--- src/rtl/i2c_irq_pkg.sv ---
package i2c_irq_pkg;
  localparam int NUM_FLAGS = 6;
  localparam int DATA_W    = 8;
  localparam int SEL_W     = 2;

  localparam int F_RX    = 0;
  localparam int F_TX    = 1;
  localparam int F_START = 2;
  localparam int F_STOP  = 3;
  localparam int F_ARB   = 4;
  localparam int F_NACK  = 5;

  localparam logic [SEL_W-1:0] SEL_EN   = 2'd0;
  localparam logic [SEL_W-1:0] SEL_FLAG = 2'd1;
  localparam logic [SEL_W-1:0] SEL_VEC  = 2'd2;

  localparam logic [NUM_FLAGS-1:0] FLAG_RESET = NUM_FLAGS'(1) << F_TX;

  // Flag index that owns a priority rank (rank 0 is the most urgent).
  function automatic int rank_flag(input int rank);
    case (rank)
      0:       return F_ARB;
      1:       return F_NACK;
      2:       return F_START;
      3:       return F_STOP;
      4:       return F_RX;
      default: return F_TX;
    endcase
  endfunction

  // Vector code for a rank: even numbers starting at 2.
  function automatic logic [DATA_W-1:0] rank_code(input int rank);
    return DATA_W'(2 * (rank + 1));
  endfunction
endpackage

--- src/rtl/i2c_irq_flag_bank.sv ---
module i2c_irq_flag_bank #(
  parameter int                 N         = 6,
  parameter logic [N-1:0]       RESET_VAL = '0
) (
  input  logic         clk,
  input  logic         rst_n,
  input  logic [N-1:0] set_i,
  input  logic [N-1:0] clr_i,
  input  logic         wr_en,
  input  logic [N-1:0] wr_data,
  output logic [N-1:0] q
);
  // Per flag: a set event beats any clear, and a clear beats a software write.
  for (genvar i = 0; i < N; i++) begin : g_flag
    always_ff @(posedge clk or negedge rst_n) begin
      if (!rst_n) q[i] <= RESET_VAL[i];
      else        q[i] <= set_i[i] | (~clr_i[i] & (wr_en ? wr_data[i] : q[i]));
    end
  end
endmodule

--- src/rtl/i2c_irq_prio_enc.sv ---
module i2c_irq_prio_enc
  import i2c_irq_pkg::*;
#(
  parameter int N = NUM_FLAGS
) (
  input  logic [N-1:0]      pending,
  output logic [DATA_W-1:0] vec,
  output logic [N-1:0]      grant
);
  // Walk from the least urgent rank up, so the most urgent pending rank is written last.
  always_comb begin
    vec   = '0;
    grant = '0;
    for (int r = N - 1; r >= 0; r--) begin
      if (pending[rank_flag(r)]) begin
        vec               = rank_code(r);
        grant             = '0;
        grant[rank_flag(r)] = 1'b1;
      end
    end
  end
endmodule

--- src/rtl/i2c_irq_vector_unit.sv ---
module i2c_irq_vector_unit
  import i2c_irq_pkg::*;
(
  input  logic              clk,
  input  logic              rst_n,
  input  logic              ev_arb_lost,
  input  logic              ev_nack,
  input  logic              ev_start,
  input  logic              ev_stop,
  input  logic              ev_rx_done,
  input  logic              ev_tx_empty,
  input  logic              rxbuf_rd,
  input  logic              txbuf_wr,
  input  logic [SEL_W-1:0]  reg_sel,
  input  logic              reg_wr,
  input  logic              reg_rd,
  input  logic [DATA_W-1:0] reg_wdata,
  output logic [DATA_W-1:0] reg_rdata,
  output logic              irq
);
  localparam int PAD_W = DATA_W - NUM_FLAGS;

  logic [NUM_FLAGS-1:0] flags_q, en_q, set_vec, clr_vec, pending, grant;
  logic [DATA_W-1:0]    vec_code;
  logic                 vec_rd, flag_wr, en_wr;

  assign vec_rd  = reg_rd && (reg_sel == SEL_VEC);
  assign flag_wr = reg_wr && (reg_sel == SEL_FLAG);
  assign en_wr   = reg_wr && (reg_sel == SEL_EN);

  always_comb begin
    set_vec          = '0;
    set_vec[F_RX]    = ev_rx_done;
    set_vec[F_TX]    = ev_tx_empty;
    set_vec[F_START] = ev_start;
    set_vec[F_STOP]  = ev_stop;
    set_vec[F_ARB]   = ev_arb_lost;
    set_vec[F_NACK]  = ev_nack;

    clr_vec          = '0;
    clr_vec[F_RX]    = rxbuf_rd;
    clr_vec[F_TX]    = txbuf_wr;
    clr_vec[F_START] = ev_stop;
    clr_vec[F_STOP]  = ev_start;
    clr_vec[F_NACK]  = ev_start;
    clr_vec          = clr_vec | (grant & {NUM_FLAGS{vec_rd}});
  end

  i2c_irq_flag_bank #(.N(NUM_FLAGS), .RESET_VAL(FLAG_RESET)) u_flags (
    .clk     (clk),
    .rst_n   (rst_n),
    .set_i   (set_vec),
    .clr_i   (clr_vec),
    .wr_en   (flag_wr),
    .wr_data (reg_wdata[NUM_FLAGS-1:0]),
    .q       (flags_q)
  );

  always_ff @(posedge clk or negedge rst_n) begin
    if (!rst_n)     en_q <= '0;
    else if (en_wr) en_q <= reg_wdata[NUM_FLAGS-1:0];
  end

  assign pending = flags_q & en_q;

  i2c_irq_prio_enc #(.N(NUM_FLAGS)) u_enc (
    .pending (pending),
    .vec     (vec_code),
    .grant   (grant)
  );

  assign irq = |pending;

  always_comb begin
    case (reg_sel)
      SEL_EN:   reg_rdata = {{PAD_W{1'b0}}, en_q};
      SEL_FLAG: reg_rdata = {{PAD_W{1'b0}}, flags_q};
      SEL_VEC:  reg_rdata = vec_code;
      default:  reg_rdata = '0;
    endcase
  end
endmodule

--- config.mk ---
export PLATFORM = sky130hd
export DESIGN_NAME = i2c_irq_vector_unit
export DESIGN_NICKNAME = d
export VERILOG_FILES = /design/src/rtl/i2c_irq_pkg.sv /design/src/rtl/i2c_irq_flag_bank.sv /design/src/rtl/i2c_irq_prio_enc.sv /design/src/rtl/i2c_irq_vector_unit.sv
export SDC_FILE = /design/constraint.sdc
export NUM_CORES = 1
export LEC_CHECK = 0
export BUFFER_PORTS_ARGS = -buffer_cell sky130_fd_sc_hd__buf_2
export CORE_MARGIN = 2
export CORE_UTILIZATION = 40
export CTS_BUF_LIST = sky130_fd_sc_hd__clkbuf_4
export DETAILED_ROUTE_END_ITERATION = 8
export PLACE_DENSITY = 0.66
export SETUP_SLACK_MARGIN = 0.05
export SYNTH_ARGS = -nofsm -noshare
export SYNTH_HDL_FRONTEND = slang
export SYNTH_HIERARCHICAL = 1
export SYNTH_SLANG_ARGS = --single-unit
--- constraint.sdc ---
create_clock -name clk -period 1.9 [get_ports clk]
set_clock_uncertainty 0.15 [all_clocks]
set_input_delay 0.285 -clock clk [delete_from_list [all_inputs] [get_ports clk]]
set_output_delay 0.285 -clock clk [all_outputs]
set_load 0.02 [all_outputs]
# Word-level counts from Yosys, hierarchy flattened
# Cells that the tools add are included.
[op_classes]
n_div = 0
n_addsub = 0
bitwise_logic = 21
n_reduce_logical = 11
shifts = 0
n_eq_ne = 2
n_mul = 0
magnitude_cmp = 12
muxes = 37
[ops]
columns = ["cell", "n"]
rows = [
  ["$ge 32x1->1 const B", 6],
  ["$lt 32x5->1 const B", 6],
  ["$mux 32", 6],
  ["$mux 8", 5],
  ["$mux 6", 6],
  ["$pmux 8 s3", 1],
  ["$demux 1 s3", 6],
  ["$and 6x6->6", 2],
  ["$mux 1", 12],
  ["$logic_and 1x1->1", 9],
  ["$and 1x1->1", 6],
  ["$not 1->1", 6],
  ["$or 1x1->1", 6],
  ["$or 6x6->6", 1],
  ["$reduce_or 6->1", 1],
  ["$mux 4", 1],
  ["$eq 2x1->1 const B", 1],
  ["$eq 2x2->1 const B", 1],
  ["$logic_not 2->1", 1],
]
[word_totals]
out_inout_bits = 9
mem_count = 0
latchBits = 0
in_bits = 22
elab_cells = 90
register_bits = 12
ramBits = 0
romBits = 0

# Longest topological paths before layout
# Gate-level depths: netlist of run 1.
[logic_depth]
depth_word = 17
depth_mapped = 5
mapped_depth_nobuf = 5

# Cells and area by module
# Netlist of run 1, hierarchy kept.
[by_module_without_submodules]
columns = ["module", "seq_area_each_um2", "cells_each", "instances", "area_per_inst_um2"]
rows = [
  ["i2c_irq_vector_unit", 150.1, 48, 1, 518.0],
  ["i2c_irq_flag_bank", 151.4, 19, 1, 267.8],
  ["i2c_irq_prio_enc", 0.0, 20, 1, 136.4],
]

# Worst setup path after synthesis of run 1
# OpenSTA, ideal clock, no wires.
[synth_timing]
path_kind = "register to output"
start = "register u_flags.q[1]"
end = "output reg_rdata[2]"
required_ns = 1.465
arrival_time_ns = 1.595
path_buffers = 0
slack_ns = -0.130
path_stages_with_launch = 6
path_cell_list = "dfstp_2 > and2_1 > or3b_1 > a21oi_1 > mux2i_1 > o2bb2ai_1"
[synth_between]
elab_chain_len = 8
[synth_lines]
columns = ["item", "line", "source"]
rows = [
  ["from (decl)", "i2c_irq_flag_bank.sv:11", "output logic [N-1:0] q"],
  ["from (signal, indexed assignment)", "i2c_irq_flag_bank.sv:16", "if (!rst_n) q[i] <= RESET_VAL[i];"],
  ["from (signal, indexed assignment)", "i2c_irq_flag_bank.sv:17", "else q[i] <= set_i[i] | (~clr_i[i] & (wr_en ? wr_data[i] : q[i]));"],
  ["$and 6x6->6", "i2c_irq_vector_unit.sv:64", "assign pending = flags_q & en_q;"],
  ["net pending[1]", "i2c_irq_vector_unit.sv:23", "logic [NUM_FLAGS-1:0] flags_q, en_q, set_vec, clr_vec, pending, grant;"],
  ["$mux 4", "i2c_irq_prio_enc.sv:15", "if (pending[rank_flag(r)]) begin"],
  ["$mux 8 (5 in a row)", "i2c_irq_prio_enc.sv:15", ""],
  ["net vec_code[2]", "i2c_irq_vector_unit.sv:24", "logic [DATA_W-1:0] vec_code;"],
  ["$pmux 8 s3", "i2c_irq_vector_unit.sv:75", "case (reg_sel)"],
  ["to (decl)", "i2c_irq_vector_unit.sv:18", "output logic [DATA_W-1:0] reg_rdata,"],
]
# The timed path passes the listed nets, and every way through them passes these cells.

# Final worst setup path of run 1
# Ends and elaborated chain as after synthesis.

==> results.sh, run 1 <==
export IMPL_outcome="finished, violations left"
export IMPL_violations="negative setup slack"
export IMPL_use_met3=0.03736
export IMPL_die_height_um=52.02
export IMPL_grt_pass1_vias=857
export IMPL_top_usage_layer="met2"
export IMPL_start_util=0.4209
export IMPL_route_detailed_wl_per_inst_um=14.44
export IMPL_drv_slew=0
export IMPL_dpl_hpwl_um=1665
export IMPL_portBuffers=26
export IMPL_final_common_cell="buf_2"
export IMPL_leakagePower_nw=0.6425
export IMPL_regArea_um2=301.5
export IMPL_drv_cap=0
export IMPL_via_count=830
export IMPL_grtUsageMet2=0.3376
export IMPL_avgSynthCellArea_um2=10.60
export IMPL_crit_fanout=2
export IMPL_diodes=0
export IMPL_cts_root_buf="clkbuf_4"
export IMPL_setup_slack_ps=-334.2
export IMPL_yosysSeqAreaShare=0.3270
export IMPL_final_area_um2=1309
export IMPL_drt_iter0_drc=2
export IMPL_via_per_inst=5.155
export IMPL_crit_path_end_kind="primary output"
export IMPL_cts_sinks=12
export IMPL_worstSetupPathType="reg2out"
export IMPL_area_growth_pct=41.93
export IMPL_hold_viol_final=0
export IMPL_ir_drop_uv=425.3
export IMPL_drc=0
export IMPL_dieArea_um2=2706
export IMPL_arrival_ps=1800
export IMPL_use_met1=0.2496
export IMPL_overflow=0
export IMPL_hp_class="in2reg"
export IMPL_multi_input_area_um2=615.6
export IMPL_fin_nets=156
export IMPL_grt_usage=0.1983
export IMPL_worstSkewPairLatency_ps=270
export IMPL_required_ps=1460
export IMPL_core_um2=2191
export IMPL_htreeDepth=1
export IMPL_worst_path_largest_cell_delay_ps=530
export IMPL_place_area_um2=1137
export IMPL_powerDensity_nw_per_um2=725.3
export IMPL_path_clk_slew_ps=70
export IMPL_tritoncts="built"
export IMPL_wirelength_um=2325
export IMPL_row_count=17
export IMPL_nFillCells=193
export IMPL_fmax_mhz=447.6
export IMPL_synth_distinct_cells=29
export IMPL_min_period_over_period=1.176
export IMPL_grt_first_pass_wirelength_um=3919
export IMPL_ios=31
export IMPL_ant_nets=0
export IMPL_ys_ff_latch=12
export IMPL_worst_setup_path_start_kind="register"
export IMPL_fp_dieW_um=52.02
export IMPL_grt_max_degree=13
export IMPL_ys_warn_count=6
export IMPL_antenna_found_initial=0
export IMPL_synthCells=87
export IMPL_first_pass_iters=4
export IMPL_clockBufferDepth=2
export IMPL_layout_common_cells="buf_2, buf_4, mux2i_1"
export IMPL_setup_viol=4
export IMPL_cts_buffers_inserted=3
export IMPL_drive_above_1_share=0.5789
export IMPL_crit_slowest_cell="dfstp_2"
export IMPL_r2r_slack_ps=140
export IMPL_rsz0062_at_grt="yes"
export IMPL_place_gp_congestion=0.7302
export IMPL_syn_area_um2=922.1
export IMPL_whs_ps=60.93
export IMPL_period_minus_slack_ps=2234
export IMPL_path_cells="and2_4, or3b_4, a21oi_2, mux2i_1, o2bb2ai_2, buf_6"
[critical path, delay by kind of cell (launching register included)]
kind / cells / cell delay (ps)
flip-flops: 1 / 530
AO/OA/AOI/OAI: 2 / 270
buffers and inverters: 1 / 130
AND/OR/NAND/NOR: 2 / 510
multiplexers: 1 / 80
[per-layer routing]
metal	share of wire	routed length, µm	up-vias
li1	-	-	403
met1	0.44	1020	401
met2	0.50	1168	22
met3	0.042	98	4
met4	0.016	37	0
met5	0	0	-
[report_power, final]
group          internal (W)  leakage (nW)  switching (W)
Sequential         0.000290         0.134      0.0000216
Combinational      0.000258         0.490       0.000199
Clock             0.0000954        0.0184      0.0000857
Total              0.000643         0.643       0.000306
[logic make-up after synthesis]
logic type,after synthesis,share of synthesized area
and+or+nand+nor,24,0.2022
AOI/OAI and AO/OA,22,0.1873
other,1,0.004067
muxes,18,0.2035
DFF,12,0.3270
buffers and inverters,10,0.07598
[synthesized netlist by cell type, drive strengths merged]
cell type | instances | area share
a21o | 5 | 0.041
a21oi | 2 | 0.011
a22o | 2 | 0.019
and2 | 8 | 0.057
and3b | 4 | 0.038
buf | 9 | 0.072
clkbuf | 1 | 0.0041
conb | 1 | 0.0041
dfrtp | 11 | 0.30
dfstp | 1 | 0.028
mux2 | 6 | 0.073
mux2i | 12 | 0.13
nand2b | 1 | 0.0068
nor2 | 2 | 0.0081
nor2b | 2 | 0.016
nor3 | 1 | 0.0054
nor3b | 2 | 0.028
nor4 | 2 | 0.020
o21bai | 6 | 0.049
o2bb2ai | 6 | 0.057
o31a | 1 | 0.011
or3b | 1 | 0.0095
or4 | 1 | 0.012
[per-stage QoR]
step	cells	total power (W)	setup slack (ps)	util	TNS, ps
2_1_floorplan	91	0.0005454	8.208	-	0
3_3_place_gp	147	0.0006615	-45.45	0.5191	-45.45
3_5_place_dp	147	0.0006716	-55.08	0.5191	-55.08
4_1_cts	161	0.0009457	-340.9	0.5945	-878.6
5_1_grt	161	0.001013	-402.1	0.5974	-1197
6_report	161	0.0009492	-334.2	0.5974	-880.8
[final timing paths]
| path | to | cells past startpoint | startpoint |
|---|---|---|---|
| worst max-delay path | reg_rdata[2] | 6 | u_flags/q[1] |
| worst min-delay path | u_flags/q[1] | 2 | ev_tx_empty |
| worst max register to register | u_flags/q[1] | 6 | u_flags/q[1] |
| worst min register to register | en_q[4] | 1 | en_q[4] |
| max in group asynchronous | u_flags/q[1] | 2 | rst_n |
| min in group asynchronous | en_q[1] | 2 | rst_n |
[registers in the layout, indices dropped and copies added, names as in the netlist]
name,flops
en_q,6
u_flags/q,6
[cell type report]
cell class | instances | share of cell area
Clock buffer | 4 | 0.02294
Tap cell | 28 | 0.02677
Multi-Input combinational cell | 69 | 0.4704
Timing Repair Buffer | 48 | 0.2495
Sequential cell | 12 | 0.2304
[timing repair]
item                                    4_1_cts  5_1_grt
endpoints found under the hold margin        11        0
pin swaps                                     8        1
endpoints found under the setup margin        4        4
buffers inserted                              9        0
hold buffers                                  1        0
resized for setup                            17        2
No activity file was read; power rests on OpenSTA's default activity.
==> run 2: changes to the inputs <==
REMOVE_ABC_BUFFERS = 1   (was not set)
==> run 2 against run 1 <==
Effect of this change:
- the run still ends with negative setup slack left
- critical endpoint unchanged
- sequential share of layout area is 1.5 points higher
- critical path type unchanged
- wire length is 9.5% lower
- first-iteration DRC count grew to 5.0 times the previous value
- flip-flop and latch count stayed put
- final area is 6.0% lower
- largest power group unchanged
- sequential power hardly changed
==> results.sh, run 2 (synthesized netlist as in run 1, its figures left out) <==
export IMPL_portBuffers=26
export IMPL_via_count=800
export IMPL_drc=0
export IMPL_fp_dieW_um=52.02
export IMPL_tritoncts="built"
export IMPL_first_pass_iters=4
export IMPL_nFillCells=195
export IMPL_grt_pass1_vias=766
export IMPL_violations="negative setup slack"
export IMPL_setup_slack_ps=-335.2
export IMPL_grt_usage=0.1783
export IMPL_leakagePower_nw=0.5991
export IMPL_reg2reg_depth=6
export IMPL_setup_viol=4
export IMPL_clockBufferDepth=2
export IMPL_start_util=0.4209
export IMPL_layout_common_cells="buf_2, buf_4, mux2i_1"
export IMPL_outcome="finished, violations left"
export IMPL_hold_viol_final=0
export IMPL_dpl_hpwl_um=1637
export IMPL_ant_nets=0
export IMPL_arrival_ps=1800
export IMPL_powerDensity_nw_per_um2=710.7
export IMPL_required_ps=1460
export IMPL_hp_class="in2reg"
export IMPL_path_clk_slew_ps=80
export IMPL_worstSkewPairLatency_ps=280
export IMPL_power_frac_seq=0.354
export IMPL_p_int_w=0.0005864
export IMPL_grt_first_pass_wirelength_um=3491
export IMPL_htreeDepth=1
export IMPL_min_path_cells=2
export IMPL_fmax_mhz=447.4
export IMPL_overflow=0
export IMPL_cts_sinks=12
export IMPL_fin_nets=150
export IMPL_drv_cap=0
export IMPL_ios=31
export IMPL_clockPowerShare=0.189
export IMPL_crit_path_end_kind="primary output"
export IMPL_wirelength_um=2105
export IMPL_worstSetupPathType="reg2out"
export IMPL_antenna_found_initial=0
export IMPL_dieArea_um2=2706
export IMPL_pre_cts_ws_ps=-97.05
export IMPL_drv_slew=0
export IMPL_area_growth_pct=33.38
export IMPL_diodes=0
export IMPL_final_common_cell="buf_2"
export IMPL_row_count=17
export IMPL_ir_drop_uv=377.1
export IMPL_whs_ps=45.47
export IMPL_finish_utilization=0.5614
export IMPL_rsz0062_at_grt="yes"
export IMPL_switching_share=0.3291
export IMPL_cts_buffers_inserted=3
export IMPL_combPwrFrac=0.458
export IMPL_route_detailed_wl_per_inst_um=13.58
export IMPL_switching_power_w=0.0002877
export IMPL_die_height_um=52.02
export IMPL_period_minus_slack_ps=2235
export IMPL_worst_setup_path_start_kind="register"
export IMPL_grt_max_degree=13
export IMPL_drt_iter0_drc=10
export IMPL_crit_fanout=2
export IMPL_min_period_over_period=1.176
export IMPL_via_per_inst=5.161
export IMPL_core_um2=2191
export IMPL_place_gp_congestion=0.8194
export IMPL_cts_root_buf="clkbuf_4"
export IMPL_drive_above_1_share=0.5197
export IMPL_top_regs="en_q: 6 flops, u_flags/q: 6 flops"
## run 2: per-stage QoR
stage	std cells	power (W)	TNS (ps)	instance area [µm²]
global route	155	0.0009297	-1340	1230
finish	155	0.0008741	-955.9	1230
detailed placement	147	0.0006540	-97.05	1122
CTS	155	0.0008667	-1019	1219
global placement	147	0.0006467	-61.36	1122
floorplan	81	0.0005112	-127.5	867.1
## run 2: metal layers
layer	wire length, µm	GRT usage
met1	924	0.2208
met2	1073	0.3038
met3	64	0.008621
met4	42	0.1053
met5	0	0
## run 2: critical path, stage by stage (launching register included)
cell,delay (ps)
dfstp_2,530
and2_4,130
or3b_4,380
a21oi_2,110
mux2i_1,80
o2bb2ai_1,130
buf_4,150
## run 2: area by class of cell
type,count,area [µm²],share of cell area
Clock inverter,1,3.754,0.003052
Tap cell,28,35.03,0.02848
Multi-Input combinational cell,69,589.3,0.4791
Clock buffer,3,22.52,0.01831
Sequential cell,12,301.5,0.2452
Timing Repair Buffer,42,277.8,0.2258
## run 2: power groups by stage
| stage | sequential (W) | combinational [W] | clock (W) |
|---|---|---|---|
| after global routing | 0.000314 | 0.000433 | 0.000182 |
| after detailed placement | 0.000314 | 0.000340 | 0 |
| after CTS | 0.000309 | 0.000388 | 0.000170 |
| after floorplan | 0.000315 | 0.000196 | 0 |
| final | 0.000309 | 0.000400 | 0.000165 |
| after global placement | 0.000312 | 0.000335 | 0 |
## run 2: final timing paths
kind | start | endpoint | slack [ps]
min in group asynchronous | rst_n | u_flags/q[5] | 250
setup reg to reg | u_flags/q[1] | u_flags/q[1] | 100
setup / recovery | u_flags/q[1] | reg_rdata[2] | -340
hold reg to reg | en_q[4] | en_q[4] | 440
max in group asynchronous | rst_n | u_flags/q[1] | 1070
hold / removal | ev_nack | u_flags/q[5] | 50
## run 2: repair_timing
item                                   4_1_cts  5_1_grt
gates resized for setup                     14        4
pin swaps                                    7        2
endpoints found under the hold margin       12        0
hold buffers                                 1        0
setup buffers                                3        0
setup endpoints to repair                    4        5
==> run 3: changes to the inputs <==
ABC_AREA = 1   (was not set)
PLACE_DENSITY = not set   (was 0.66)
==> run 3 against run 2 <==
Effect of this change:
- clock-buffer cell count up 1
- non-clock buffer count up 5
- die area up 16%
- synthesized area up 17%
- setup slack better by 350 ps
- sequential power about the same
- combinational power up 5.5%
- flip-flop and latch count unchanged
- wire length up 35%
- the run now ends clean
- hold slack worse by 0.76 ps
==> results.sh, run 3 <==
export IMPL_regToRegEndpoint="u_flags/q[0]"
export IMPL_place_gp_congestion=0.7766
export IMPL_core_um2=2522
export IMPL_rr_startpoint="u_flags/q[5]"
export IMPL_overflow=0
export IMPL_regArea_um2=301.5
export IMPL_yosysSeqAreaShare=0.2796
export IMPL_diodes=0
export IMPL_leakagePower_nw=0.8933
export IMPL_setup_viol=0
export IMPL_power_frac_seq=0.342
export IMPL_cts_buffers_inserted=3
export IMPL_final_common_cell="nand2_1"
export IMPL_start_util=0.4276
export IMPL_synth_async_reset_ratio=1.000
export IMPL_syn_area_um2=1079
export IMPL_rsz0062_at_grt="yes"
export IMPL_fp_dieW_um=55.93
export IMPL_yosys_most_used_dff="dfrtp_1"
export IMPL_synth_area_leader_cell="dfrtp_1"
export IMPL_route_detailed_wl_per_inst_um=11.22
export IMPL_synth_most_common_cell="nand2_1"
export IMPL_switching_power_w=0.0003382
export IMPL_outcome="completed"
export IMPL_ys_ff_latch=12
export IMPL_dpl_hpwl_um=1938
export IMPL_cts_root_buf="clkbuf_4"
export IMPL_grt_usage=0.1867
export IMPL_wirelength_um=2850
export IMPL_combPwrFrac=0.464
export IMPL_netlist_top_cells_area="dfrtp_1, nand2_1, nand3_1, inv_1, buf_4"
export IMPL_grt_max_degree=14
export IMPL_required_ps=1460
export IMPL_hold_viol_final=0
export IMPL_ir_drop_uv=465.4
export IMPL_switching_share=0.3722
export IMPL_min_path_cells=3
export IMPL_grt_pass1_vias=1055
export IMPL_avgSynthCellArea_um2=6.025
export IMPL_p_int_w=0.0005706
export IMPL_first_pass_iters=4
export IMPL_synth_distinct_cells=19
export IMPL_drv_slew=0
export IMPL_via_count=1152
export IMPL_worstSkewPairLatency_ps=270
export IMPL_grt_first_pass_wirelength_um=4657
export IMPL_via_per_inst=4.535
export IMPL_ant_nets=0
export IMPL_place_area_um2=1171
export IMPL_row_count=18
export IMPL_worst_setup_path_start_kind="register"
export IMPL_p_total_w=0.0009088
export IMPL_area_growth_pct=32.37
export IMPL_worstSetupPathType="reg2out"
export IMPL_powerDensity_nw_per_um2=636.6
export IMPL_arrival_ps=1450
export IMPL_clockPowerShare=0.194
export IMPL_fin_nets=247
export IMPL_die_height_um=55.93
export IMPL_multi_input_area_um2=578.1
export IMPL_dieArea_um2=3128
export IMPL_fmax_mhz=529.2
export IMPL_ys_warn_count=6
export IMPL_period_minus_slack_ps=1890
export IMPL_ios=31
export IMPL_htreeDepth=1
export IMPL_crit_fanout=3
export IMPL_cts_sinks=12
export IMPL_tritoncts="built"
export IMPL_antenna_found_initial=0
export IMPL_nFillCells=266
export IMPL_drt_iter0_drc=41
export IMPL_drc=0
export IMPL_clockBufferDepth=2
export IMPL_portBuffers=26
export IMPL_synth_top_area_share=0.2552
export IMPL_drv_cap=0
export IMPL_synth_common_cells="nand2_1, inv_1, nand3_1"
export IMPL_layout_common_cells="nand2_1, inv_1, nand3_1"
export IMPL_final_area_um2=1428
export IMPL_synthCells=179
export IMPL_min_delay_start="ev_tx_empty"
export IMPL_crit_path_end_kind="primary output"
export IMPL_reg2reg_depth=11
export IMPL_hp_class="in2reg"
export IMPL_min_period_over_period=0.9946
export IMPL_drive_above_1_share=0.3527
export IMPL_top_regs="en_q: 6 flops, u_flags/q: 6 flops"
export IMPL_min_delay_worst_endpoint="u_flags/q[1]"
export IMPL_path_clk_slew_ps=80
export IMPL_r2r_slack_ps=340
export IMPL_synth_enable_flop_cells=0
## run 3: cell count changes after synthesis, sizes merged, moves of 4 or more
cell | previous run | this run
a21o | 5 | 0
and2 | 8 | 0
and3b | 4 | 0
inv | 0 | 45
mux2 | 6 | 0
mux2i | 12 | 0
nand2 | 0 | 57
nand3 | 0 | 35
nor2 | 2 | 15
o21bai | 6 | 0
o2bb2ai | 6 | 0
## run 3: cell type report
class / count / share of cell area
Multi-Input combinational cell: 116 / 0.4049
Timing Repair Buffer: 47 / 0.2165
Tap cell: 30 / 0.02629
Clock buffer: 4 / 0.02103
Sequential cell: 12 / 0.2112
Inverter: 45 / 0.1201
## run 3: power groups by stage
stage	Clock (W)	Combinational, W	Sequential (W)
after floorplan	0	0.000195	0.000308
after CTS	0.000181	0.000372	0.000308
after detailed placement	0	0.000282	0.000316
after global routing	0.000197	0.000466	0.000314
final	0.000176	0.000422	0.000311
after global placement	0	0.000278	0.000317
## run 3: repair_timing
item / in CTS / in global routing
pin swaps: 8 / 13
endpoints found under the hold margin: 12 / 0
endpoints found under the setup margin: 3 / 3
resized for setup: 18 / 9
cloned: 0 / 0
buffers inserted: 14 / 6
hold buffers: 1 / 0
## run 3: metrics by stage
stage | hold WS, ps | TNS (ps) | cells | setup WS (ps) | util
after floorplan | -160.6 | 0 | 173 | 396.8 | -
after global placement | 26.15 | 0 | 229 | 228.6 | 0.4643
after detailed placement | 29.50 | 0 | 229 | 220.4 | 0.4643
after CTS | 37.09 | 0 | 248 | 17.78 | 0.5392
after global routing | 46.42 | -147.1 | 254 | -66.71 | 0.5660
final | 44.72 | 0 | 254 | 10.25 | 0.5660
## run 3: cell families after synthesis
| logic type | count (synthesis) | synth area share |
|---|---|---|
| AND/OR/NAND/NOR | 109 | 0.4652 |
| buffers and inverters | 55 | 0.2425 |
| flip-flops | 12 | 0.2796 |
| AO/OA/AOI/OAI | 2 | 0.009281 |
| other | 1 | 0.003477 |
## run 3: worst max-delay path by stage
| stage | endpoint | startpoint | slack [ps] | depth (start not counted) |
|---|---|---|---|---|
| 2_1_floorplan | reg_rdata[2] | u_flags/q[1] | 400 | 6 |
| 3_3_place_gp | reg_rdata[1] | u_flags/q[4] | 230 | 7 |
| 3_5_place_dp | reg_rdata[3] | u_flags/q[4] | 220 | 8 |
| 4_1_cts | reg_rdata[2] | u_flags/q[1] | 20 | 7 |
| 5_1_grt | reg_rdata[2] | u_flags/q[5] | -70 | 8 |
| 6_report | reg_rdata[2] | en_q[2] | 10 | 8 |
## run 3: critical path, cell delays in order, from the launching register on
cell and delay, ps:
dfrtp_1 360, nand2_1 90, inv_2 110, nor2_4 40, buf_4 120, a21oi_2 140
nand3_1 100, nand3_2 100, buf_6 110
## run 3: metal layers
metal	GRT usage	part of all wire
met4	0.02041	0.0028
met3	0.04186	0.056
met5	0	0
met2	0.3282	0.48
met1	0.2421	0.46
